<file path="config.mk">
export PLATFORM = sky130hd
export DESIGN_NAME = ad_decoder
export DESIGN_NICKNAME = d
export VERILOG_FILES = /design/src/rtl/ad_pkg.sv /design/src/rtl/ad_classify.sv /design/src/rtl/ad_stream_fsm.sv /design/src/rtl/ad_decoder.sv
export SDC_FILE = /design/constraint.sdc
export NUM_CORES = 1
export LEC_CHECK = 0
export BUFFER_PORTS_ARGS = -buffer_cell sky130_fd_sc_hd__buf_4
export CORE_MARGIN = 2
export CORE_UTILIZATION = 39
export DETAILED_ROUTE_END_ITERATION = 16
export SLEW_MARGIN = 40
export SYNTH_ARGS = -nofsm -noshare
export SYNTH_HDL_FRONTEND = slang
export SYNTH_HIERARCHICAL = 1
export SYNTH_SLANG_ARGS = --single-unit
</file>
<file path="constraint.sdc">
create_clock -name clk -period 4.2 [get_ports clk]
set_input_delay 0.42 -clock clk [delete_from_list [all_inputs] [get_ports clk]]
set_output_delay 0.42 -clock clk [all_outputs]
set_load 0.02 [all_outputs]
</file>
<file path="src/rtl/ad_pkg.sv">
package ad_pkg;

    localparam int BYTE_W   = 8;
    localparam int MAX_OPND = 4;
    localparam int CNT_W    = $clog2(MAX_OPND + 1);
    localparam int LEN_W    = $clog2(MAX_OPND + 3);

    typedef enum logic [2:0] {
        AM_OTHER     = 3'd0,
        AM_SP_OFF8   = 3'd1,
        AM_IMM8      = 3'd2,
        AM_ABS8      = 3'd3,
        AM_ABS16     = 3'd4,
        AM_IDX_OFF16 = 3'd5,
        AM_IDX_OFF8  = 3'd6,
        AM_IDX_ONLY  = 3'd7
    } amode_e;

    typedef enum logic [1:0] {
        IX_NONE = 2'd0,
        IX_X    = 2'd1,
        IX_Y    = 2'd2,
        IX_SP   = 2'd3
    } index_e;

    typedef enum logic [2:0] {
        PF_NONE = 3'd0,
        PF_WIDE = 3'd1,   // 72: 16-bit-addressed pointer forms, reassignment
        PF_SWAP = 3'd2,   // 90: X/Y exchange
        PF_PTRY = 3'd3,   // 91: 8-bit pointer address, Y index
        PF_PTRX = 3'd4    // 92: 8-bit pointer address
    } prefix_e;

    typedef struct packed {
        amode_e            mode;
        index_e            idx;
        logic              wreg_y;
        logic              ind;
        logic              ptr_a16;
        logic [CNT_W-1:0]  opnd;
        logic [LEN_W-1:0]  len;
        logic [3:0]        alu;
        logic              alu_vld;
        logic              illegal;
    } drec_t;

    function automatic prefix_e prefix_of(input logic [BYTE_W-1:0] b);
        case (b)
            8'h72:   return PF_WIDE;
            8'h90:   return PF_SWAP;
            8'h91:   return PF_PTRY;
            8'h92:   return PF_PTRX;
            default: return PF_NONE;
        endcase
    endfunction

    function automatic drec_t illegal_rec();
        drec_t r;
        r         = '0;
        r.mode    = AM_OTHER;
        r.idx     = IX_NONE;
        r.len     = LEN_W'(2);
        r.illegal = 1'b1;
        return r;
    endfunction

endpackage

</file>
<file path="src/rtl/ad_classify.sv">
module ad_classify
    import ad_pkg::*;
(
    input  prefix_e            pfx,
    input  logic [BYTE_W-1:0]  op,
    output drec_t              rec
);

    logic indexed;
    logic word_op;
    logic demote;
    drec_t r;

    always_comb begin
        r       = '0;
        r.mode  = AM_OTHER;
        r.idx   = IX_NONE;
        r.alu   = op[3:0];
        indexed = 1'b0;
        demote  = 1'b0;

        // base mode from the high nibble
        case (op[7:4])
            4'h1: begin r.mode = AM_SP_OFF8;   r.idx = IX_SP; r.opnd = CNT_W'(1); end
            4'hA: begin r.mode = AM_IMM8;                     r.opnd = CNT_W'(1); end
            4'hB: begin r.mode = AM_ABS8;                     r.opnd = CNT_W'(1); end
            4'hC: begin r.mode = AM_ABS16;                    r.opnd = CNT_W'(2); end
            4'hD: begin r.mode = AM_IDX_OFF16; r.idx = IX_X;  r.opnd = CNT_W'(2); indexed = 1'b1; end
            4'hE: begin r.mode = AM_IDX_OFF8;  r.idx = IX_X;  r.opnd = CNT_W'(1); indexed = 1'b1; end
            4'hF: begin r.mode = AM_IDX_ONLY;  r.idx = IX_X;  r.opnd = CNT_W'(0); indexed = 1'b1; end
            default: ;
        endcase

        word_op  = (op[3:0] == 4'h3) || (op[3:0] == 4'hE) || (op[3:0] == 4'hF);
        r.wreg_y = indexed && word_op;

        // prefix rewrite
        case (pfx)
            PF_SWAP: begin
                if (r.mode != AM_OTHER) begin
                    if (r.idx == IX_X) r.idx = IX_Y;
                    r.wreg_y = !r.wreg_y;
                end
            end
            PF_PTRX: begin
                if (r.mode == AM_ABS16 || r.mode == AM_IDX_OFF16) begin
                    r.ind  = 1'b1;
                    r.opnd = CNT_W'(1);
                end else begin
                    demote = 1'b1;
                end
            end
            PF_PTRY: begin
                if (r.mode == AM_IDX_OFF16) begin
                    r.ind    = 1'b1;
                    r.opnd   = CNT_W'(1);
                    r.idx    = IX_Y;
                    r.wreg_y = !r.wreg_y;
                end else begin
                    demote = 1'b1;
                end
            end
            PF_WIDE: begin
                if (r.mode == AM_ABS16 || r.mode == AM_IDX_OFF16) begin
                    r.ind     = 1'b1;
                    r.ptr_a16 = 1'b1;
                end else begin
                    demote = 1'b1;
                end
            end
            default: ;
        endcase

        if (demote) r.mode = AM_OTHER;

        if (r.mode == AM_OTHER) begin
            r.idx     = IX_NONE;
            r.wreg_y  = 1'b0;
            r.ind     = 1'b0;
            r.ptr_a16 = 1'b0;
            r.opnd    = '0;
        end

        r.alu_vld = (r.mode != AM_OTHER);
        r.len     = LEN_W'(1) + LEN_W'(pfx != PF_NONE) + LEN_W'(r.opnd);
    end

    assign rec = r;

endmodule

</file>
<file path="src/rtl/ad_stream_fsm.sv">
module ad_stream_fsm
    import ad_pkg::*;
(
    input  logic               clk,
    input  logic               rst,
    input  logic               in_valid,
    input  logic [BYTE_W-1:0]  in_byte,
    input  drec_t              rec,
    output prefix_e            pfx_q,
    output logic               out_valid,
    output drec_t              out_rec
);

    typedef enum logic [1:0] {S_OPC, S_PFX, S_SKIP} st_e;

    st_e              state;
    logic [CNT_W-1:0] cnt;
    prefix_e          byte_pfx;

    assign byte_pfx = prefix_of(in_byte);

    always_ff @(posedge clk) begin
        if (rst) begin
            state     <= S_OPC;
            pfx_q     <= PF_NONE;
            cnt       <= '0;
            out_valid <= 1'b0;
            out_rec   <= '0;
        end else begin
            out_valid <= 1'b0;
            if (in_valid) begin
                case (state)
                    S_SKIP: begin
                        cnt <= cnt - CNT_W'(1);
                        if (cnt == CNT_W'(1)) state <= S_OPC;
                    end
                    S_PFX: begin
                        pfx_q     <= PF_NONE;
                        out_valid <= 1'b1;
                        if (byte_pfx != PF_NONE) begin
                            out_rec <= illegal_rec();
                            state   <= S_OPC;
                        end else begin
                            out_rec <= rec;
                            cnt     <= rec.opnd;
                            state   <= (rec.opnd != '0) ? S_SKIP : S_OPC;
                        end
                    end
                    default: begin
                        if (byte_pfx != PF_NONE) begin
                            pfx_q <= byte_pfx;
                            state <= S_PFX;
                        end else begin
                            out_valid <= 1'b1;
                            out_rec   <= rec;
                            cnt       <= rec.opnd;
                            state     <= (rec.opnd != '0) ? S_SKIP : S_OPC;
                        end
                    end
                endcase
            end
        end
    end

endmodule

</file>
<file path="src/rtl/ad_decoder.sv">
module ad_decoder
    import ad_pkg::*;
(
    input  logic              clk,
    input  logic              rst,
    input  logic              in_valid,
    input  logic [7:0]        in_byte,
    output logic              out_valid,
    output logic [2:0]        out_mode,
    output logic [1:0]        out_index,
    output logic              out_wreg_y,
    output logic              out_indirect,
    output logic              out_ptr_a16,
    output logic [2:0]        out_opnd,
    output logic [2:0]        out_len,
    output logic [3:0]        out_alu_op,
    output logic              out_alu_vld,
    output logic              out_illegal
);

    prefix_e pfx_q;
    drec_t   rec;
    drec_t   held;

    ad_classify u_cls (
        .pfx (pfx_q),
        .op  (in_byte),
        .rec (rec)
    );

    ad_stream_fsm u_fsm (
        .clk       (clk),
        .rst       (rst),
        .in_valid  (in_valid),
        .in_byte   (in_byte),
        .rec       (rec),
        .pfx_q     (pfx_q),
        .out_valid (out_valid),
        .out_rec   (held)
    );

    assign out_mode     = held.mode;
    assign out_index    = held.idx;
    assign out_wreg_y   = held.wreg_y;
    assign out_indirect = held.ind;
    assign out_ptr_a16  = held.ptr_a16;
    assign out_opnd     = 3'(held.opnd);
    assign out_len      = 3'(held.len);
    assign out_alu_op   = held.alu;
    assign out_alu_vld  = held.alu_vld;
    assign out_illegal  = held.illegal;

endmodule


</file>
==> qor.csv <==
stage;metric;value;unit
sta;min_period;2.36;ns
clock_tree;h-tree-depth;2;
global_route;grt_pass1_vias;1708;
detailed_routing;wl;4840;microns
sta;fin_crit_sh;0.562;
logic_synthesis;synth_compound_area_frac;0.262;
clock_tree;post-cts-setup-buffers;0;
logic_synthesis;syn_area;1920;sq um
critical_path;start_kind;flop;
logic_synthesis;synth_top_flop_cell;dfxtp_1;
critical_path;worst_ep_arrival_time;2.53;ns
detailed_routing;first_iter_violations;106;
die;ioPinCount;32;
clock_tree;cts.sinks;29;
sta;finalHoldViolations;0;
clock_tree;cts-resized-gates;0;
global_route;antenna_found_initial;0;
detailed_routing;vias_per_cell;5.51;
placement;numPortBuffers;31;
clock_tree;cts_tree;built;
placement;dp_hpwl;3440;microns
die;die_w;74.2;microns
logic_synthesis;ys_types;58;
die;initial_core_util;0.407;
global_route;grt_pass1_wl;7980;microns
logic_synthesis;synthSimpleGateAreaFrac;0.298;
detailed_routing;drt-pass1-iter-count;4;
cells_and_area;fin_util;0.477;
die;coreArea;4720;sq um
critical_path;critical_path.max_fanout;11;
cells_and_area;final_common_cell;buf_4;
cells_and_area;diodes;0;
sta;relSlewSlack;0.521;
logic_synthesis;synth_top_family_by_area;simple AND/OR/NAND/NOR gates;
clock_tree;clockBufferDepth;2;
sta;setup_tns;0;ns
die;die_area;5500;sq um
logic_synthesis;synth_fa_ha_area_frac;0.0391;
clock_tree;cts_hold_buf;0;
clock_tree;clock-root-buffer;clkbuf_8;
logic_synthesis;ys_warn_count;6;
logic_synthesis;synth_cells;231;
sta;max_freq;424;MHz
detailed_routing;ant_nets;0;
sta;drv_slew;0;
logic_synthesis;async_flop_share;0;
logic_synthesis;synth.ff_latch_count;29;
sta;rsz0062_at_grt;false;
cells_and_area;finalNetCount;269;
detailed_routing;avgRoutedWirePerCell;15.1;microns
job;max_cap_viol_count;0;
sta;fin_hold_ws;0.417;ns
pwr;power.density;308;nW/um^2
logic_synthesis;muxShareOfSynthArea;0.00521;
sta;skew;0.00425;ns
detailed_routing;drc;0;
cells_and_area;drive_gt1_frac;0.277;
critical_path;end_kind;flop;
logic_synthesis;ys_seq_area_frac;0.302;
global_route;grt_usage;0.188;
run_status;run_status;completed;
placement;gp_congestion;0.824;
logic_synthesis;synth.avg_cell_area;8.31;sq um
global_route;grt_max_degree;28;
placement;place_ws;1.87;ns
clock_tree;insertion_delay;0.28;ns
pwr;power.leakage;0.913;nW
critical_path;required;4.37;ns
critical_path;crit_type;reg -> reg;
die;rows;25;
sta;tightest_slew;0.718;ns
logic_synthesis;synthXorXnorAreaFrac;0;
sta;layout_setup_ws;1.84;ns
cells_and_area;areaGrowthSynthToFinish;17.2;%
clock_tree;cts.clk_slew.worst_paths;0.06;ns
detailed_routing;via_count;1762;
cells_and_area;mostFrequentLayoutCells;33 x buf_4, 29 x dfxtp_1, 20 x nand2_1, 16 x inv_1, 10 x a21oi_1;
clock_tree;cts_made_buffers;5;
die;dieHeight;74.2;microns
sta;timing.final.setup_violations;0;
global_route;grt-ovfl-total;0;
pwr;ir_worst_vdd;203;uV
min_path;hold_class;in -> reg;
cells_and_area;nFillCells;470;
logic_synthesis;synth_edf_count;0;
-- per-layer routing --
metal,vias to the layer above,track usage,wire length [microns]
met4,0,0.0485,36
li1,895,-,-
met5,-,0,0
met1,827,0.226,2210
met2,36,0.339,2400
met3,4,0.0407,196
-- cell usage after synthesis, types with 2 or more instances --
master	instances	share of area
o32ai_1	4	0.018
and4_1	4	0.018
o221a_2	2	0.012
nand2b_1	8	0.026
nand3_1	7	0.018
o31ai_1	2	0.0078
inv_1	16	0.031
nand4b_1	2	0.0091
and4_4	2	0.012
and3_1	3	0.0098
nand2_1	20	0.039
and4_2	8	0.042
nand3b_1	2	0.0078
clkbuf_1	8	0.016
or3b_1	2	0.0091
a211oi_1	2	0.0078
or3b_4	2	0.012
ha_1	6	0.039
buf_4	6	0.023
buf_2	5	0.013
a31oi_1	4	0.013
dfxtp_1	29	0.30
a21o_1	2	0.0078
a31o_1	6	0.027
and2b_1	2	0.0078
nor2_1	6	0.012
o21ai_0	7	0.018
nor3b_1	2	0.0078
nor2b_1	5	0.016
and2_1	2	0.0065
nor4_1	2	0.0065
a31o_2	9	0.041
o21a_1	4	0.016
nor3_1	7	0.018
a21oi_1	10	0.026
-- logic make-up (layout without fill, tap and decap cells) --
| logic type | count (synthesis) | after routing |
|---|---|---|
| fa+ha+maj | 6 | 6 |
| buf+inv | 37 | 58 |
| simple gates | 91 | 91 |
| compound gates | 66 | 66 |
| mux | 1 | 1 |
| flops | 29 | 29 |
| other cells | 1 | 2 |
-- area by class of cell --
class	count	area (sq um)	area share
Tap cell	67	83.8	0.0372
Sequential cell	29	581	0.258
Inverter	17	63.8	0.0283
Clock buffer	7	96.3	0.0428
Clock inverter	1	5.00	0.00222
Timing Repair Buffer	33	248	0.110
Multi-Input combinational cell	166	1170	0.521
-- final timing paths --
kind,startpoint,depth (start not counted),slack [ns],endpoint
setup / recovery,u_fsm/pfx_q[2],10,1.84,u_fsm/out_rec[8]
hold / removal,rst,2,0.42,u_fsm/pfx_q[2]
setup reg to reg,u_fsm/pfx_q[2],10,1.84,u_fsm/out_rec[8]
hold reg to reg,u_fsm/out_rec[3],2,0.47,u_fsm/out_rec[3]
-- through the flow --
| stage | cell area [sq um] | std cells | total power (W) |
|---|---|---|---|
| 2_1_floorplan | 1920 | 232 | 0.000399 |
| 6_report | 2250 | 320 | 0.000693 |
| 4_1_cts | 2250 | 320 | 0.000701 |
| 3_3_place_gp | 2140 | 312 | 0.000445 |
| 5_1_grt | 2250 | 320 | 0.000730 |
| 3_5_place_dp | 2140 | 312 | 0.000445 |
-- worst max-delay path, cell delays in order (launching register included) --
cell,delay [ns]
dfxtp_1,0.47
or3b_1,0.49
a32oi_2,0.21
o22a_2,0.21
inv_2,0.05
o21ai_0,0.08
ha_1,0.17
inv_1,0.04
ha_1,0.15
and4_2,0.17
a31o_2,0.21
-- sequential cells by signal, indices dropped and copies added (netlist names) --
register,count
u_fsm/state,2
u_fsm/out_rec,20
u_fsm/out_valid,1
u_fsm/cnt,3
u_fsm/pfx_q,3
-- power breakdown --
group          switching (W)  leakage, nW  total [W]  internal, W
Sequential        0.00000967        0.237   0.000299     0.000290
Clock               0.000105       0.0542   0.000253     0.000148
Combinational      0.0000826        0.622   0.000141    0.0000582
Total               0.000197        0.913   0.000693     0.000496
(Power assumes the default switching activity.)
